[config.mk]
export PLATFORM = sky130hd
export DESIGN_NAME = strip_seq
export DESIGN_NICKNAME = d
export VERILOG_FILES = /design/src/rtl/strip_seq_pkg.sv /design/src/rtl/strip_seq_split.sv /design/src/rtl/strip_seq_fsm.sv /design/src/rtl/strip_seq_cursor.sv /design/src/rtl/strip_seq.sv
export SDC_FILE = /design/constraint.sdc
export NUM_CORES = 1
export LEC_CHECK = 0
export ABC_CLOCK_PERIOD_IN_PS = 3900
export BUFFER_PORTS_ARGS = -buffer_cell sky130_fd_sc_hd__buf_2
export CAP_MARGIN = 30
export CORE_AREA = 5 5 80 67
export DETAILED_ROUTE_END_ITERATION = 16
export DIE_AREA = 0 0 85 72
export PLACE_DENSITY = 0.78
export SLEW_MARGIN = 20
export SYNTH_ARGS = -nofsm -noshare
export SYNTH_HDL_FRONTEND = slang
export SYNTH_HIERARCHICAL = 1
export SYNTH_SLANG_ARGS = --single-unit
[constraint.sdc]
create_clock -name clk -period 3.9 [get_ports clk]
set_clock_uncertainty 0.15 [all_clocks]
set_input_delay 0.195 -clock clk [delete_from_list [all_inputs] [get_ports clk]]
set_output_delay 0.195 -clock clk [all_outputs]
set_load 0.01 [all_outputs]
[src/rtl/strip_seq_pkg.sv]
package strip_seq_pkg;
  typedef enum logic [1:0] {
    SQ_IDLE = 2'd0,
    SQ_RUN  = 2'd1,
    SQ_FIN  = 2'd2
  } sq_state_e;
endpackage

[src/rtl/strip_seq_split.sv]
module strip_seq_split #(
  parameter int MVL = 64,
  parameter int N_W = 16,
  localparam int LOG_MVL = $clog2(MVL),
  localparam int VL_W = LOG_MVL + 1,
  localparam int CNT_W = N_W - LOG_MVL
) (
  input  logic [N_W-1:0]   total_i,
  output logic [VL_W-1:0]  first_vl_o,
  output logic [CNT_W-1:0] full_cnt_o
);
  // Length of the odd-sized opening piece: count modulo MVL.
  function automatic logic [VL_W-1:0] odd_len(input logic [N_W-1:0] n);
    return {1'b0, n[LOG_MVL-1:0]};
  endfunction

  // Number of full chunks following the opening piece.
  function automatic logic [CNT_W-1:0] full_chunks(input logic [N_W-1:0] n);
    return n[N_W-1:LOG_MVL];
  endfunction

  always_comb begin
    first_vl_o = odd_len(total_i);
    full_cnt_o = full_chunks(total_i);
  end
endmodule

[src/rtl/strip_seq_fsm.sv]
module strip_seq_fsm
  import strip_seq_pkg::*;
#(
  parameter int CNT_W = 10
) (
  input  logic             clk,
  input  logic             rst_n,
  input  logic             start_i,
  input  logic             ack_i,
  input  logic             zero_i,
  input  logic [CNT_W-1:0] full_cnt_i,
  output logic             load_o,
  output logic             adv_o,
  output logic             valid_o,
  output logic             done_o,
  output logic             busy_o
);
  sq_state_e        state_q;
  logic [CNT_W-1:0] rem_q;
  logic             last_w;

  assign valid_o = (state_q == SQ_RUN);
  assign done_o  = (state_q == SQ_FIN);
  assign busy_o  = (state_q != SQ_IDLE);
  assign load_o  = (state_q == SQ_IDLE) && start_i;
  assign adv_o   = valid_o && (zero_i || ack_i);
  assign last_w  = (rem_q == '0);

  always_ff @(posedge clk or negedge rst_n) begin
    if (!rst_n) begin
      state_q <= SQ_IDLE;
      rem_q   <= '0;
    end else begin
      unique case (state_q)
        SQ_IDLE: if (start_i) begin
          state_q <= SQ_RUN;
          rem_q   <= full_cnt_i;
        end
        SQ_RUN: if (adv_o) begin
          if (last_w) state_q <= SQ_FIN;
          else        rem_q   <= rem_q - 1'b1;
        end
        SQ_FIN:  state_q <= SQ_IDLE;
        default: state_q <= SQ_IDLE;
      endcase
    end
  end


  done_single_chk: assert property (@(posedge clk) disable iff (!rst_n)
    done_o |=> !done_o && !busy_o);

  done_novalid_chk: assert property (@(posedge clk) disable iff (!rst_n)
    done_o |-> !valid_o);

  start_busy_ignored_chk: assert property (@(posedge clk) disable iff (!rst_n)
    (valid_o && start_i && !adv_o) |=> valid_o && $stable(rem_q));

  rem_step_chk: assert property (@(posedge clk) disable iff (!rst_n)
    (adv_o && !last_w) |=> valid_o && (rem_q == $past(rem_q) - 1'b1));

  zero_autoretire_chk: assert property (@(posedge clk) disable iff (!rst_n)
    (valid_o && zero_i) |-> adv_o);
endmodule

[src/rtl/strip_seq_cursor.sv]
module strip_seq_cursor #(
  parameter int MVL = 64,
  parameter int N_W = 16,
  localparam int VL_W = $clog2(MVL) + 1
) (
  input  logic            clk,
  input  logic            rst_n,
  input  logic            load_i,
  input  logic            adv_i,
  input  logic            valid_i,
  input  logic [VL_W-1:0] first_vl_i,
  output logic [VL_W-1:0] vl_o,
  output logic [N_W-1:0]  low_o,
  output logic            zero_o
);
  localparam logic [VL_W-1:0] FULL_VL = VL_W'(MVL);

  logic [VL_W-1:0] vl_q;
  logic [N_W-1:0]  low_q;

  always_ff @(posedge clk or negedge rst_n) begin
    if (!rst_n) begin
      vl_q  <= '0;
      low_q <= '0;
    end else if (load_i) begin
      vl_q  <= first_vl_i;
      low_q <= '0;
    end else if (adv_i) begin
      low_q <= low_q + N_W'(vl_q);
      vl_q  <= FULL_VL;
    end
  end

  assign vl_o   = vl_q;
  assign low_o  = low_q;
  assign zero_o = (vl_q == '0);


  hold_chk: assert property (@(posedge clk) disable iff (!rst_n)
    (valid_i && !adv_i) |=> $stable(vl_q) && $stable(low_q));

  low_step_chk: assert property (@(posedge clk) disable iff (!rst_n)
    adv_i |=> low_q == $past(low_q) + N_W'($past(vl_q)));

  full_after_first_chk: assert property (@(posedge clk) disable iff (!rst_n)
    adv_i |=> vl_q == FULL_VL);

  vl_bound_chk: assert property (@(posedge clk) disable iff (!rst_n)
    valid_i |-> vl_q <= FULL_VL);

  zero_first_only_chk: assert property (@(posedge clk) disable iff (!rst_n)
    (valid_i && zero_o) |-> low_q == '0);
endmodule

[src/rtl/strip_seq.sv]
module strip_seq #(
  parameter int MVL = 64,
  parameter int N_W = 16,
  localparam int VL_W = $clog2(MVL) + 1,
  localparam int CNT_W = N_W - $clog2(MVL)
) (
  input  logic            clk,
  input  logic            rst_n,
  input  logic            start_i,
  input  logic [N_W-1:0]  total_i,
  input  logic            chunk_ack_i,
  output logic            chunk_valid_o,
  output logic [VL_W-1:0] chunk_vl_o,
  output logic [N_W-1:0]  chunk_low_o,
  output logic            chunk_zero_o,
  output logic            done_o,
  output logic            busy_o
);
  logic [VL_W-1:0]  first_vl_w;
  logic [CNT_W-1:0] full_cnt_w;
  logic             load_w;
  logic             adv_w;
  logic             valid_w;
  logic             zero_w;

  strip_seq_split #(.MVL(MVL), .N_W(N_W)) u_split (
    .total_i    (total_i),
    .first_vl_o (first_vl_w),
    .full_cnt_o (full_cnt_w)
  );

  strip_seq_fsm #(.CNT_W(CNT_W)) u_fsm (
    .clk        (clk),
    .rst_n      (rst_n),
    .start_i    (start_i),
    .ack_i      (chunk_ack_i),
    .zero_i     (zero_w),
    .full_cnt_i (full_cnt_w),
    .load_o     (load_w),
    .adv_o      (adv_w),
    .valid_o    (valid_w),
    .done_o     (done_o),
    .busy_o     (busy_o)
  );

  strip_seq_cursor #(.MVL(MVL), .N_W(N_W)) u_cursor (
    .clk        (clk),
    .rst_n      (rst_n),
    .load_i     (load_w),
    .adv_i      (adv_w),
    .valid_i    (valid_w),
    .first_vl_i (first_vl_w),
    .vl_o       (chunk_vl_o),
    .low_o      (chunk_low_o),
    .zero_o     (zero_w)
  );

  assign chunk_valid_o = valid_w;
  assign chunk_zero_o  = valid_w && zero_w;


  first_chunk_chk: assert property (@(posedge clk) disable iff (!rst_n)
    load_w |=> chunk_valid_o && (chunk_low_o == '0));

  idle_quiet_chk: assert property (@(posedge clk) disable iff (!rst_n)
    !busy_o |-> !chunk_valid_o && !done_o);
endmodule

# == After elaboration in Yosys (flattened, before gate mapping) ==
# Cells that the tools add are included.
# totals
reg_bits,35
in_bits,20
out_inout_bits,27
wordCells,36
# op_classes
add_sub_neg,2
n_eq_ne,6
n_mux,12
reduce_logical,12
# op_table
cell,count
2-to-1 mux 16 bit,2
2-to-1 mux 10 bit,3
case mux 10 bit (2 select lines),1
adder 16 x 7 -> 16 bit,1
2-to-1 mux 7 bit,2
logical NOT 10 bit,1
"subtractor 10 x 1 -> 10 bit, second input constant",1
"!= test 2 bit, second input constant",4
logical NOT 7 bit,1
2-to-1 mux 2 bit,3
nonzero test 2 bit,3
case mux 2 bit (2 select lines),1
AND reduction 4 bit,1
logical AND 1 bit,3
AND reduction 3 bit,1
"== test 2 x 1 -> 1 bit, second input constant",1
"== test 2 bit, second input constant",1
logical NOT 2 bit,1
logical OR 1 bit,1

# == Longest topological paths before layout ==
# depth
word_depth,5
mapped_depth,10
depth_no_buf,9

# == By module ==
# Netlist, hierarchy kept.
# modules_own_cells
mod,n_inst,cells_each,area_each_um2,seq_area_each_um2
strip_seq_cursor,1,145,1415.1,575.6
strip_seq_fsm,1,92,830.8,300.3
strip_seq_split,1,18,131.4,0.0
strip_seq,1,1,6.3,0.0

# == Worst setup path before layout ==
# OpenSTA, ideal clock, no wires.
# synth_path
kind,register -> register
from,"reg u_cursor.vl_q[3], in the netlist u_cursor/vl_o[3]"
to,"reg u_cursor.low_q[13], in the netlist u_cursor/low_o[13]"
setup_time_ns,0.125
arrival_ns,2.951
required_ns,3.625
slack_ns,0.675
stages_incl_launch_ff,11
n_path_buf,1
synth_period_minus_slack_ns,3.225
cell_sequence,dfrtp_1 > or4_1 > nor4_1 > or2_2 > o21ai_2 > nor2_1 > inv_1 > or3_1 > clkbuf_1 > nor4_1 > mux2_2
# synth_between
elab_chain_len,4
elab_cells_between_ends,7
classes_between,add/sub (1); mux (2); reduce/logical (4)
# synth_rtl
element,line_no,rtl
start: declaration,strip_seq_cursor.sv:18,logic [VL_W-1:0] vl_q;
start signal: assignment,strip_seq_cursor.sv:26,vl_q <= first_vl_i;
logical NOT 7 bit,strip_seq_cursor.sv:36,assign zero_o = (vl_q == '0);
named net zero_w,strip_seq.sv:24,logic zero_w;
logical OR 1 bit,strip_seq_fsm.sv:26,assign adv_o = valid_o && (zero_i || ack_i);
logical AND 1 bit,strip_seq_fsm.sv:26,
named net adv_w,strip_seq.sv:22,logic adv_w;
nonzero test 2 bit (no source line),n/a,
end signal: assignment,strip_seq_cursor.sv:29,low_q <= low_q + N_W'(vl_q);
end: declaration,strip_seq_cursor.sv:19,logic [N_W-1:0] low_q;
# The timed path passes the listed nets, and every way through them passes these cells. The select of a mux whose other input is x is not followed.
# A chain may end at the register's enable or synchronous reset.

# == Worst setup path in the final report ==
# Ends and elaborated chain as after synthesis.

==> reports/metrics.yaml <==
relSlewSlack: 0.478
cts.sinks: 35
post_cts_buffers: 0
firstDrtPassIters: 4
rsz0062_at_grt: "false"
min_path_type: "input port to flop"
initial_core_util: 0.535
syn_area_um2: 2380
layout.cells.non_filler: 353
sequentialPowerShare: 0.396
first_global_vias: 2033
static-leakage-power_uw: 0.00128
htreeDepth: 2
tightestPinTransition_ns: 0.784
ys_warn_count: 6
finalCriticalPeriod_ns: 3.54
wl_per_cell_um: 15.7
sw_frac_of_total: 0.387
status: "complete, no violations"
grt_max_degree: 41
fin_util: 0.609
final_cell_mix: "buf_2, dfrtp_1, nor2_1"
avgSynthCellArea_um2: 9.31
syn_nets: 285
clock_path_buffers: 2
die_h_um: 72
cts_tree: "built"
gp_congestion: 0.886
dp.cells: 338
cp.arrival_ns: 3.57
fin_area_um2: 2720
clkTransAtPathRegs_ns: 0.07
root_buffer: "clkbuf_8"
fmax_ghz: 0.282
grt.total_usage: 0.191
synth_cells: 256
antenna_found_initial: 0
dpl-instance-area_um2: 2540
finalCritPeriodShare: 0.908
ant_nets: 0
drt_iter0_drc: 245
portBuffers: 46
path_class: "flop to flop"
insertion_delay_ns: 0.29
pin_count: 47
cts_buffers: 5
irDropWorstVdd_mv: 0.357
p_int_uw: 896
grt_overflow: 0
pre_cts_slack_ns: 0.238
diodes: 0
finalHoldViolations: 0
die-area_um2: 6120
yosysSeqAreaShare: 0.367
maxSlewViolCount: 0
area_growth_pct: 14.0
crit_path_end_kind: "flop"
drt_wl_total_um: 5560
async_flop_share: 1.00
viasPerCell: 5.98
dp_hpwl_um: 4060
drive_gt1_frac: 0.259
critPathLaunchType: "flop"
fin_nets: 321
clkPwrFrac: 0.196
route.vias.total: 2110
path_max_fanout: 7
switchingPower_uw: 566
layout_commonest_cell: "buf_2"
synth_flop_cell: "dfrtp_1"
drv_cap: 0
combPwrFrac: 0.408
drc: 0
fin_ws_ns: 0.359
pwr_density_cell_nw_per_um2: 538
synthDistinctLibCells: 65
synth-edff-count: 0
grt_pass1_wl_um: 9620
rows: 22
fin_tns_setup_ns: 0
die_w_um: 85
cp_data_required_time_ns: 3.93
synth_seq_cells: 35
setup_viol: 0
core_region_area_um2: 4460
==> synthesized netlist by cell type, types with 3 or more instances <==
master    instances  area share
clkbuf_1          5      0.0079
buf_4            17       0.054
a22o_1            5       0.018
o31ai_1           4       0.013
a21oi_1          11       0.023
o21ai_0           4      0.0084
nand2_1           8       0.013
ha_1              8       0.042
nor3_1            5       0.010
nand4_1           4       0.010
buf_1             4      0.0063
nor4_1            5       0.013
nor3b_1           3      0.0094
nor2_1           27       0.043
or3_1             4       0.010
mux2_2            7       0.033
a211o_1           3       0.011
inv_1            12       0.019
dfrtp_1          35        0.37
nand3_1           5       0.010
nor2b_1          12       0.031
a31oi_1           3      0.0079
a211oi_1          8       0.025
o21a_1            3      0.0094
mux2i_1           3       0.013
==> power by group through the flow <==
stage / clock [uW] / combinational, uW / sequential, uW
global placement: 0 / 577 / 581
detailed placement: 0 / 589 / 582
global route: 309 / 671 / 598
CTS: 294 / 595 / 577
floorplan: 0 / 415 / 580
finish: 287 / 596 / 579
==> per-layer routing <==
| metal | up-vias | wire, um | track usage |
|---|---|---|---|
| met5 | - | 0 | 0 |
| met4 | 0 | 54 | 0.0475 |
| met1 | 1003 | 2580 | 0.271 |
| met2 | 95 | 2430 | 0.291 |
| met3 | 7 | 490 | 0.0488 |
| li1 | 1005 | - | - |
==> metrics by stage <==
step	total power, uW	hold WS (ns)
6_report	1460	0.0193
5_1_grt	1580	0.0371
4_1_cts	1470	0.000805
3_5_place_dp	1170	0.174
3_3_place_gp	1160	0.180
2_1_floorplan	996	-0.251
==> registers in the layout, summed over array words and instances (netlist names) <==
register and cells:
u_fsm/rem_q 10, u_cursor/vl_o 7, u_fsm/state_q 2, u_cursor/low_o 16
==> cell families after synthesis <==
logic type	count (synthesis)	synth area share
AND/OR/NAND/NOR	94	0.228
AO/OA/AOI/OAI	66	0.209
buffers and inverters	39	0.0887
flip-flops	35	0.367
multiplexers	11	0.0504
adder cells (fa/ha/maj)	9	0.0504
other	1	0.00157
XOR/XNOR	1	0.00368
==> critical path, stage by stage, from the launching register on <==
cell     delay, ns
dfrtp_1       0.42
or4_1         0.55
nor4_1        0.29
or2_2         0.22
o21ai_2       0.12
nor2_2        0.28
inv_1         0.18
or3_1         0.51
nor4_1        0.35
mux2_2        0.37
==> final cells by class <==
type,instances,area [um^2]
repair buffers,56,323
inverters,12,45.0
multi-input cells,182,1300
well taps,60,75.1
flip-flops and latches,35,876
clock buffers,8,100
fillers,399,1740
==> timing repair <==
| item | 4_1_cts | 5_1_grt |
|---|---|---|
| setup endpoints to repair | 0 | 3 |
| hold buffers | 6 | 1 |
| gates resized for setup | 0 | 1 |
| hold endpoints to repair | 40 | 1 |
==> worst paths after layout <==
check                                              from                        endpoint  cells past startpoint  slack [ns]
max in group asynchronous                         rst_n    u_cursor/vl_o[4]$_DFFE_PN0P_                      2        2.73
min in group asynchronous                         rst_n      u_fsm/rem_q[0]$_DFFE_PN0P_                      2        0.38
min                                         total_i[11]      u_fsm/rem_q[5]$_DFFE_PN0P_                      3        0.02
max                        u_cursor/vl_o[3]$_DFFE_PN0P_  u_cursor/low_o[13]$_DFFE_PN0P_                      9        0.36
max reg2reg                u_cursor/vl_o[3]$_DFFE_PN0P_  u_cursor/low_o[13]$_DFFE_PN0P_                      9        0.36
min reg2reg                  u_fsm/rem_q[0]$_DFFE_PN0P_      u_fsm/rem_q[0]$_DFFE_PN0P_                      1        0.38
Note: power is estimated with default switching activity, not from simulation.
